==> src/rtl/slip_pkg.sv <==
// Shared helpers for the frame slip buffer.
// Assumes slot counts are small positive integers.
package slip_pkg;
    // Circular increment of a slot index in the range 0..n-1.
    function automatic int unsigned wrap_inc(input int unsigned v, input int unsigned n);
        return (v + 1 >= n) ? 0 : v + 1;
    endfunction
endpackage

==> src/rtl/slip_store.sv <==
// Frame storage: NFRAMES*FRAME_LEN words, one write port, one registered read port.
// Assumes the controllers never write and read the same location in one cycle.
module slip_store #(
    parameter int DATA_W = 8,
    parameter int DEPTH  = 64,
    parameter int ADDR_W = 6
) (
    input  logic              clk,
    input  logic              rst_n,
    input  logic              we,
    input  logic [ADDR_W-1:0] waddr,
    input  logic [DATA_W-1:0] wdata,
    input  logic              re,
    input  logic [ADDR_W-1:0] raddr,
    output logic [DATA_W-1:0] rdata
);
    logic [DATA_W-1:0] mem [DEPTH];

    // Store a word when the write controller asks.
    always_ff @(posedge clk) begin
        if (we) mem[waddr] <= wdata;
    end

    // Present the addressed word one cycle after a read strobe.
    always_ff @(posedge clk) begin
        if (!rst_n)  rdata <= '0;
        else if (re) rdata <= mem[raddr];
    end
endmodule

==> src/rtl/slip_wr_ctrl.sv <==
// Write-side controller: places whole frames into slots and drops a frame
// when its target slot is held by the reader or holds an unread frame.
// Assumes FRAME_LEN >= 2 and that wr_sof marks word 0 of each frame.
module slip_wr_ctrl #(
    parameter int NFRAMES   = 2,
    parameter int FRAME_LEN = 32,
    parameter int SLOT_W    = 1,
    parameter int WORD_W    = 5
) (
    input  logic               clk,
    input  logic               rst_n,
    input  logic               wr_en,
    input  logic               wr_sof,
    input  logic [NFRAMES-1:0] ready,
    input  logic [SLOT_W-1:0]  occ_slot,
    output logic               we,
    output logic [SLOT_W-1:0]  w_slot,
    output logic [WORD_W-1:0]  w_word,
    output logic [NFRAMES-1:0] set_mask,
    output logic               del_evt
);
    localparam logic [WORD_W-1:0] LAST = WORD_W'(FRAME_LEN - 1);

    logic [SLOT_W-1:0] cur_q;
    logic [SLOT_W-1:0] tgt;
    logic [WORD_W-1:0] word_q;
    logic              act_q;
    logic              blocked, accept, cont;

    // Decide accept, drop or continue for this cycle's write.
    always_comb begin
        tgt      = SLOT_W'(slip_pkg::wrap_inc(int'(cur_q), NFRAMES));
        blocked  = (tgt == occ_slot) || ready[tgt];
        accept   = wr_en && wr_sof && !blocked;
        del_evt  = wr_en && wr_sof && blocked;
        cont     = wr_en && !wr_sof && act_q;
        we       = accept || cont;
        w_slot   = accept ? tgt : cur_q;
        w_word   = accept ? '0 : word_q;
        set_mask = '0;
        if (we && (w_word == LAST)) set_mask[w_slot] = 1'b1;
    end

    // Track the slot being filled and the next word position.
    always_ff @(posedge clk) begin
        if (!rst_n) begin
            cur_q  <= '0;
            word_q <= '0;
            act_q  <= 1'b0;
        end else if (accept) begin
            cur_q  <= tgt;
            word_q <= WORD_W'(1);
            act_q  <= 1'b1;
        end else if (del_evt) begin
            act_q  <= 1'b0;
        end else if (cont) begin
            word_q <= word_q + 1'b1;
            if (word_q == LAST) act_q <= 1'b0;
        end
    end
endmodule

==> src/rtl/slip_rd_ctrl.sv <==
// Read-side controller: walks the held slot word by word and, at word 0,
// either advances to a ready slot or replays the held one.
// Assumes reset leaves the reader at word 0 of slot 0.
module slip_rd_ctrl #(
    parameter int NFRAMES   = 2,
    parameter int FRAME_LEN = 32,
    parameter int SLOT_W    = 1,
    parameter int WORD_W    = 5
) (
    input  logic               clk,
    input  logic               rst_n,
    input  logic               rd_en,
    input  logic [NFRAMES-1:0] ready,
    output logic [SLOT_W-1:0]  occ_slot,
    output logic [WORD_W-1:0]  r_word,
    output logic [NFRAMES-1:0] take_mask,
    output logic               rep_evt,
    output logic               rd_valid,
    output logic               rd_sof
);
    localparam logic [WORD_W-1:0] LAST = WORD_W'(FRAME_LEN - 1);

    logic [SLOT_W-1:0] hold_q;
    logic [SLOT_W-1:0] nxt;
    logic [WORD_W-1:0] word_q;
    logic              at_bound, take;

    // Choose the slot for this read and flag a take or a replay.
    always_comb begin
        nxt       = SLOT_W'(slip_pkg::wrap_inc(int'(hold_q), NFRAMES));
        at_bound  = (word_q == '0);
        take      = rd_en && at_bound && ready[nxt];
        rep_evt   = rd_en && at_bound && !ready[nxt];
        occ_slot  = take ? nxt : hold_q;
        r_word    = word_q;
        take_mask = '0;
        if (take) take_mask[nxt] = 1'b1;
    end

    // Advance the read position and register the output flags.
    always_ff @(posedge clk) begin
        if (!rst_n) begin
            hold_q   <= '0;
            word_q   <= '0;
            rd_valid <= 1'b0;
            rd_sof   <= 1'b0;
        end else begin
            rd_valid <= rd_en;
            rd_sof   <= rd_en && at_bound;
            if (rd_en) begin
                hold_q <= occ_slot;
                word_q <= (word_q == LAST) ? '0 : word_q + 1'b1;
            end
        end
    end
endmodule

==> src/rtl/slip_counter.sv <==
// Saturating event counter with a synchronous clear that wins over an event.
module slip_counter #(
    parameter int W = 16
) (
    input  logic         clk,
    input  logic         rst_n,
    input  logic         clr,
    input  logic         inc,
    output logic [W-1:0] cnt
);
    // Count events, stop at all-ones, clear on request.
    always_ff @(posedge clk) begin
        if (!rst_n || clr)       cnt <= '0;
        else if (inc && !(&cnt)) cnt <= cnt + 1'b1;
    end
endmodule

==> src/rtl/frame_slip_buffer.sv <==
// Frame slip buffer top: slots of whole frames between a writer and a reader
// at slightly different rates, with frame-granular drop and replay and
// per-direction slip counters. Assumes a single clock with enable strobes.
module frame_slip_buffer #(
    parameter int DATA_W    = 8,
    parameter int FRAME_LEN = 32,
    parameter int NFRAMES   = 2,
    parameter int CNT_W     = 16
) (
    input  logic              clk,
    input  logic              rst_n,
    input  logic              wr_en,
    input  logic              wr_sof,
    input  logic [DATA_W-1:0] wr_data,
    input  logic              rd_en,
    output logic [DATA_W-1:0] rd_data,
    output logic              rd_valid,
    output logic              rd_sof,
    input  logic              cnt_clr,
    output logic [CNT_W-1:0]  del_count,
    output logic [CNT_W-1:0]  rep_count
);
    localparam int SLOT_W = (NFRAMES > 1) ? $clog2(NFRAMES) : 1;
    localparam int WORD_W = (FRAME_LEN > 1) ? $clog2(FRAME_LEN) : 1;
    localparam int DEPTH  = NFRAMES * FRAME_LEN;
    localparam int ADDR_W = $clog2(DEPTH);

    logic [NFRAMES-1:0] ready_q, set_mask, take_mask;
    logic [SLOT_W-1:0]  occ_slot, w_slot;
    logic [WORD_W-1:0]  w_word, r_word;
    logic               mem_we, del_evt, rep_evt;
    logic [ADDR_W-1:0]  waddr, raddr;

    // Mark slots that hold a complete frame not yet taken by the reader.
    always_ff @(posedge clk) begin
        if (!rst_n) ready_q <= '0;
        else        ready_q <= (ready_q & ~take_mask) | set_mask;
    end

    slip_wr_ctrl #(.NFRAMES(NFRAMES), .FRAME_LEN(FRAME_LEN),
                   .SLOT_W(SLOT_W), .WORD_W(WORD_W)) u_wr (
        .clk(clk), .rst_n(rst_n), .wr_en(wr_en), .wr_sof(wr_sof),
        .ready(ready_q), .occ_slot(occ_slot), .we(mem_we),
        .w_slot(w_slot), .w_word(w_word), .set_mask(set_mask),
        .del_evt(del_evt)
    );

    slip_rd_ctrl #(.NFRAMES(NFRAMES), .FRAME_LEN(FRAME_LEN),
                   .SLOT_W(SLOT_W), .WORD_W(WORD_W)) u_rd (
        .clk(clk), .rst_n(rst_n), .rd_en(rd_en), .ready(ready_q),
        .occ_slot(occ_slot), .r_word(r_word), .take_mask(take_mask),
        .rep_evt(rep_evt), .rd_valid(rd_valid), .rd_sof(rd_sof)
    );

    // Flatten slot and word positions into store addresses.
    always_comb begin
        waddr = ADDR_W'(int'(w_slot) * FRAME_LEN + int'(w_word));
        raddr = ADDR_W'(int'(occ_slot) * FRAME_LEN + int'(r_word));
    end

    slip_store #(.DATA_W(DATA_W), .DEPTH(DEPTH), .ADDR_W(ADDR_W)) u_store (
        .clk(clk), .rst_n(rst_n), .we(mem_we), .waddr(waddr),
        .wdata(wr_data), .re(rd_en), .raddr(raddr), .rdata(rd_data)
    );

    slip_counter #(.W(CNT_W)) u_del_cnt (
        .clk(clk), .rst_n(rst_n), .clr(cnt_clr), .inc(del_evt), .cnt(del_count)
    );

    slip_counter #(.W(CNT_W)) u_rep_cnt (
        .clk(clk), .rst_n(rst_n), .clr(cnt_clr), .inc(rep_evt), .cnt(rep_count)
    );
endmodule

==> config.mk <==
export PLATFORM = sky130hd
export DESIGN_NAME = frame_slip_buffer
export DESIGN_NICKNAME = d
export VERILOG_FILES = /design/src/rtl/slip_pkg.sv /design/src/rtl/slip_store.sv /design/src/rtl/slip_wr_ctrl.sv /design/src/rtl/slip_rd_ctrl.sv /design/src/rtl/slip_counter.sv /design/src/rtl/frame_slip_buffer.sv
export SDC_FILE = /design/constraint.sdc
export NUM_CORES = 1
export LEC_CHECK = 0
export CAP_MARGIN = 20
export CORE_MARGIN = 3
export CORE_UTILIZATION = 30
export CTS_CLUSTER_SIZE = 25
export DETAILED_ROUTE_END_ITERATION = 8
export DONT_BUFFER_PORTS = 1
export GPL_TIMING_DRIVEN = 0
export PLACE_DENSITY = 0.42
export SYNTH_ARGS = -nofsm -noshare
export SYNTH_HDL_FRONTEND = slang
export SYNTH_SLANG_ARGS = --single-unit
export TNS_END_PERCENT = 20
==> constraint.sdc <==
create_clock -name clk -period 7.7 [get_ports clk]
set_input_delay 0.385 -clock clk [delete_from_list [all_inputs] [get_ports clk]]
set_output_delay 0.385 -clock clk [all_outputs]
set_load 0.02 [all_outputs]
Yosys cells after proc, flatten, opt, wreduce, memory -nomap -nowiden
Memory sizes are Yosys's and may differ from the RTL's. A register that Yosys moved wholly into a read port is not among the register bits.
Index checks and enable logic that the tools add are counted.
Word-level totals
  bits of input ports: 14
  register bits: 49
  bits in writable memories: 512
  memories kept: 1
Cells by class
  magnitude comparators: 7
  bitwise gates (word level): 5
  reduce and logical (&&, ||, !) cells: 33
  multiplexer cells: 25
  equality and inequality tests: 5
  add/sub/neg operators: 8
Memory list
  u_store.mem: depth 64, width 8, read ports 1, clocked after memory_dff 1, write ports 1, RTL line slip_store.sv:17  | logic [DATA_W-1:0] mem [DEPTH];
Operators with widths (number)
  adder 16 x 1 -> 16 bit, second input constant: 2
  AND reduction 16 bit: 2
  two-way mux 1 bit: 19
  == test 5 bit, second input constant: 3
  logical AND 1 bit: 13
  adder 6 x 5 -> 6 bit: 2
  adder 5 x 1 -> 5 bit, second input constant: 2
  two-way mux 5 bit: 2
  logical NOT 1 bit: 7
  < comparator 1 x 2 -> 1 bit, second input constant: 3
  AND reduction 2 bit: 3
  nonzero test 3 bit: 2
  logical NOT 5 bit: 1
  adder 1 x 1 -> 2 bit, second input constant: 2
  >= comparator 2 bit, second input constant: 2
  two-way mux 2 bit: 2
  logical OR 1 bit: 3
  bitwise AND 2 bit: 1
  demux 1 bit (select 1 bit): 2
  >= comparator 1 bit, second input constant: 2
  inequality test 2 bit, second input constant: 1
  NOT 1 bit: 2
  NOT 2 bit: 1
  OR 2 bit: 1
  other kinds (3): 3

Logic depth before layout (Yosys ltp)
  word-level depth: 18
  depth in mapped cells: 16
  mapped depth without buffers: 10

Modules after synthesis
Synthesis repeated with hierarchy kept, for this count alone.
Second synthesis, totals
  cell total of the unflattened synthesis: 1338
  area total of the unflattened synthesis: 23002.1 µm²
Modules (own cells, without submodules)
  slip_store: cells each 1044, area an instance 20338.3 µm², times used 1
  slip_counter: cells each 96, area an instance 854.6 µm², times used 2
  slip_wr_ctrl: cells each 50, area an instance 455.4 µm², times used 1
  slip_rd_ctrl: cells each 46, area an instance 416.6 µm², times used 1
  frame_slip_buffer: cells each 6, area an instance 82.6 µm², times used 1

Worst setup path after synthesis
OpenSTA, ideal clock, no wires.
  path kind: reg-to-reg
  start point: register u_rd.word_q[1] (netlist: u_rd.r_word[1])
  end point: memory u_store.mem[39][0] (enable)
  stages on the path, launching flop included: 17
  arrival time: 3.593 ns
  path slack: 3.737 ns
  data required time: 7.329 ns
  path buffers: 6
  path through: dfxtp_1 buf_2 buf_4 buf_2 buf_2 clkinv_1 ha_1 nand3_1 nor2_1 ha_1 clkbuf_1 or3b_2 a21o_1 clkbuf_1 nor2_1 a21oi_1 nor2_1
On the way
  word-level cells in the longest chain between the ends: 11
  elaborated cells on any way between the ends: 14
Ends and longest elaborated chain
  start, declared: RTL line slip_rd_ctrl.sv:25  | logic [WORD_W-1:0] word_q;
  start signal, assigned: RTL line slip_rd_ctrl.sv:52  | word_q <= (word_q == LAST) ? '0 : word_q + 1'b1;
  logical NOT 5 bit *: RTL line slip_rd_ctrl.sv:31  | at_bound = (word_q == '0);
  logical AND 1 bit * (2 in a row): RTL line slip_rd_ctrl.sv:32  | take = rd_en && at_bound && ready[nxt];
  two-way mux 1 bit *: RTL line slip_rd_ctrl.sv:34  | occ_slot = take ? nxt : hold_q;
  == test 1 bit *: RTL line slip_wr_ctrl.sv:33  | blocked = (tgt == occ_slot) || ready[tgt];
  logical OR 1 bit *: RTL line slip_wr_ctrl.sv:33
  logical NOT 1 bit *: RTL line slip_wr_ctrl.sv:34  | accept = wr_en && wr_sof && !blocked;
  logical AND 1 bit *: RTL line slip_wr_ctrl.sv:34
  branches (longest 3 deep; another with adder 6 x 5 -> 6 bit)
  end, declared: RTL line slip_store.sv:17
Every way passes the cells marked *.

Final worst setup path
  start point: register u_rd.word_q[1] (netlist: u_rd.r_word[1])
  end point: memory u_store.mem[35][7] (enable)
The elaborated chain is that of the path after synthesis.

==> impl_metrics.py <==
metrics = {
    "status": {
        "status": "complete, no violations",
    },
    "synthesis": {
        "adder_cell_share_of_the_synthesized_area_pct": 0.4978,
        "synth_xor_xnor_area_share_pct": 0.9292,
        "synth_seq_cells": 569,
        "count_of_flip_flops_with_a_built_in_enable_after_synthesis": 512,
        "synth.mux.area_fraction_pct": 13.35,
        "synth_area_per_cell_um2": 17.50,
        "synth_net_count": 1316,
        "syn_area_um2": 22620,
        "synth_compound_gate_area_share_pct": 3.556,
        "netlist_top_cells_area": "sky130_fd_sc_hd__edfxtp_1 68%, sky130_fd_sc_hd__mux4_2 11%, sky130_fd_sc_hd__dfxtp_1 5.0%, sky130_fd_sc_hd__mux2i_1 2.2%, sky130_fd_sc_hd__nor2_1 2.0%",
        "main_combinational_cell_family_by_area_after_synthesis": "multiplexers",
        "netlist.area_leader.share_pct": 67.96,
        "synth_top_cell_by_area": "sky130_fd_sc_hd__edfxtp_1",
        "seq_area_frac_synth_pct": 73.00,
        "postSynth.asyncResetShare_pct": 0,
        "postSynthCellCount": 1293,
        "number_of_warnings_printed_during_yosys_synthesis": 0,
        "synthSimpleGateAreaFrac_pct": 7.173,
        "synthDistinctLibCells": 60,
        "synth-main-ff-cell": "sky130_fd_sc_hd__edfxtp_1",
    },
    "global_route": {
        "overflow": 0,
        "grt_util_all_layers_pct": 17.75,
        "global_route.usage.met2_pct": 27.52,
        "global_route_wire_length_before_repair_um": 97490,
        "grt_most_used_layer": "met2",
        "grt_antenna_before_repair": 2,
        "grt_max_degree": 65,
        "number_of_global_route_vias_before_repair": 12470,
        "global_route.usage.met1_pct": 24.58,
        "grtUsageMet3_pct": 4.918,
    },
    "pwr": {
        "power_density_nw_per_um2": 262.7,
        "p_total_uw": 6923,
        "ir_drop_uv": 143.0,
        "static-leakage-power_uw": 0.008092,
    },
    "place": {
        "detailed_place.area_um2": 23900,
        "post-dp-hpwl_um": 45040,
        "gp_routability_congestion": 0.8522,
        "port-buffer-count": 0,
    },
    "drt": {
        "routed_via_density": 5.218,
        "number_of_drc_markers_after_the_initial_detailed_route_iteration": 1159,
        "drt-wirelength-per-cell_um": 28.88,
        "drt_pass1_iterations": 5,
        "post-route-drc-count": 0,
        "postRouteWirelength_um": 69310,
        "vias": 12524,
        "antenna_violating_nets_post_route": 0,
    },
    "sta": {
        "timing.max_slew.rel_slack_pct": 26.44,
        "rsz0062_at_grt": "no",
        "final-hold-violation-count": 0,
        "fmaxAchievable_mhz": 158.8,
        "setup-tns-final_ns": 0,
        "post-route-min-period_ns": 6.297,
        "finalMaxSlewViolations": 0,
        "fin_clk_skew_ns": 0.02215,
        "fin_worst_hold_slack_ns": 0.1293,
        "final_critical_path_share_of_the_clock_period_pct": 81.78,
        "worstMarginPinSlew_ns": 1.099,
        "timing.final.setup_violations": 0,
    },
    "clock_tree": {
        "clk_pin_slew_ns": 0.06,
        "clockRootBuffer": "sky130_fd_sc_hd__clkbuf_16",
        "clock_latency_on_the_worst_skew_pair_ns": 0.61,
        "clock_tree.htree_level_count": 3,
        "numCtsBuffers": 67,
        "clock_path_buffers": 3,
        "post_cts_resize_count": 0,
        "numClockSinks": 569,
        "cts_tree": "built",
    },
    "worst_setup_path": {
        "cp_cell_sequence": "buf_2 > buf_4 > buf_2 > buf_2 > clkinv_1 > ha_1 > nand3_1 > nor2_1 > ha_1 > clkbuf_1 > or3b_2 > a21oi_1 > nor2_1 > a21oi_1 > nor2_1",
        "worst_setup_path_end_kind": "register",
        "cp_max_fo": 10,
        "cp_data_arrival_time_ns": 6.53,
        "critPathRequiredTime_ns": 7.93,
        "criticalPathCategory": "register to register",
        "cp-start-kind": "register",
        "crit_path_max_incr_delay_ns": 0.65,
        "crit_slowest_cell": "sky130_fd_sc_hd__a21oi_1",
    },
    "floorplan": {
        "floorplan_die_area_um2": 78740,
        "initial_core_util_pct": 30.34,
        "io-pin-count": 56,
        "chipWidth_um": 280.6,
        "std_cell_rows": 100,
        "die-height_um": 280.6,
        "core_area_um2": 74570,
    },
    "layout": {
        "final_nets": 1402,
        "multi_input_area_um2": 5774,
        "finalInstanceArea_um2": 26350,
        "area_delta_synth_final_pct": 16.48,
        "layout_commonest_cell": "sky130_fd_sc_hd__edfxtp_1",
        "final_layout_fill_cell_count": 7070,
        "layout_common_cells": "512 x sky130_fd_sc_hd__edfxtp_1, 119 x sky130_fd_sc_hd__nor2_1, 108 x sky130_fd_sc_hd__mux4_2",
        "regArea_um2": 16520,
        "drive_above_1_share_pct": 17.77,
    },
    "run": {
        "timing.max_cap.violations": 0,
    },
    "worst_hold_path": {
        "min_path_type": "primary input to register",
    },
}
## cells in the mapped netlist, types with 3 or more instances
cell	number
sky130_fd_sc_hd__and3_1	12
sky130_fd_sc_hd__and2_1	7
sky130_fd_sc_hd__o31ai_1	3
sky130_fd_sc_hd__nor2_1	119
sky130_fd_sc_hd__clkbuf_1	31
sky130_fd_sc_hd__or4_1	4
sky130_fd_sc_hd__buf_1	5
sky130_fd_sc_hd__buf_2	20
sky130_fd_sc_hd__edfxtp_1	512
sky130_fd_sc_hd__a22oi_1	29
sky130_fd_sc_hd__o311a_1	3
sky130_fd_sc_hd__ha_1	9
sky130_fd_sc_hd__nand2_1	66
sky130_fd_sc_hd__nor3_1	8
sky130_fd_sc_hd__nand4_1	21
sky130_fd_sc_hd__nor2b_1	19
sky130_fd_sc_hd__or2_2	4
sky130_fd_sc_hd__mux4_2	108
sky130_fd_sc_hd__inv_1	8
sky130_fd_sc_hd__a31oi_1	12
sky130_fd_sc_hd__nand3b_1	5
sky130_fd_sc_hd__xor2_1	14
sky130_fd_sc_hd__and4_1	3
sky130_fd_sc_hd__dfxtp_1	57
sky130_fd_sc_hd__mux2_2	4
sky130_fd_sc_hd__nand3_1	33
sky130_fd_sc_hd__or3_1	7
sky130_fd_sc_hd__a211oi_1	5
sky130_fd_sc_hd__nor3b_1	4
sky130_fd_sc_hd__nand2b_1	9
sky130_fd_sc_hd__nor4_1	5
sky130_fd_sc_hd__mux2i_1	49
sky130_fd_sc_hd__o22ai_1	6
sky130_fd_sc_hd__a21oi_1	24
sky130_fd_sc_hd__xnor2_1	10
sky130_fd_sc_hd__o21ai_0	17
sky130_fd_sc_hd__buf_4	7
## cells by family after synthesis
| group | Yosys count |
|---|---|
| AND/OR/NAND/NOR | 334 |
| flip-flops | 569 |
| multiplexers | 163 |
| adder cells (fa/ha/maj) | 9 |
| buffers and inverters | 74 |
| AO/OA/AOI/OAI | 120 |
| XOR/XNOR | 24 |
## report_power, final
group	switching [uW]	internal, uW	total (uW)
Sequential	18.7	3370	3390
Clock	1260	1920	3170
Combinational	233	125	359
Total	1510	5410	6920
## layout make-up
type / count / area share, %
Antenna cell: 2 / 0.01899
Tap cell: 969 / 4.601
Clock buffer: 86 / 6.956
Sequential cell: 569 / 62.68
Buffer: 64 / 1.135
Inverter: 10 / 0.1424
Multi-Input combinational cell: 650 / 21.91
Timing Repair Buffer: 17 / 1.254
Clock inverter: 33 / 1.301
## critical path, delay by kind of cell (launching register included)
| family | cells | cell delay (ns) |
|---|---|---|
| and+or+nand+nor | 5 | 1.46 |
| AOI/OAI and AO/OA | 2 | 1.14 |
| adders and majority gates | 2 | 0.72 |
| DFF | 1 | 0.33 |
| buffers and inverters | 6 | 2.25 |
## metal layers
metal / vias to the layer above / part of all wire, %
li1: 5362 / -
met1: 6637 / 44
met2: 423 / 46
met3: 102 / 7.4
met4: 0 / 2.5
met5: - / 0
## path summary, 6_finish.rpt
path	start	end	slack (ns)	cells after the start
worst max-delay path	u_rd.r_word[1]	u_store.mem[35][7]	1.40	15
worst max register to register	u_rd.r_word[1]	u_store.mem[35][7]	1.40	15
worst min-delay path	rst_n	u_rep_cnt.cnt[11]	0.13	3
worst min register to register	u_wr.act_q	u_wr.act_q	0.46	2
## stage by stage
step,setup WS (ns),utilization [%],std cells
CTS,1.396,35.32,2397
global route,1.089,35.33,2398
detailed placement,1.456,32.06,2266
floorplan,3.737,-,1293
global placement,1.269,31.96,2262
finish,1.403,35.34,2400
## registers in the layout, indices dropped and copies added, names as in the netlist
| signal | count |
|---|---|
| u_wr.act_q | 1 |
| u_wr.cur_q | 1 |
| u_rd.rd_valid | 1 |
| u_store.mem | 512 |
| u_del_cnt.cnt | 16 |
| u_rd.rd_sof | 1 |
| u_wr.word_q | 5 |
| u_rd.r_word | 5 |
| ready_q | 2 |
| u_store.rdata | 8 |
| u_rep_cnt.cnt | 16 |
| u_rd.hold_q | 1 |
## what timing repair did
item,in CTS,in global routing
setup endpoints to repair,0,0
hold endpoints to repair,516,0
buffers inserted,0,0
hold buffers,12,0
Power figures use the tool's default switching activity.
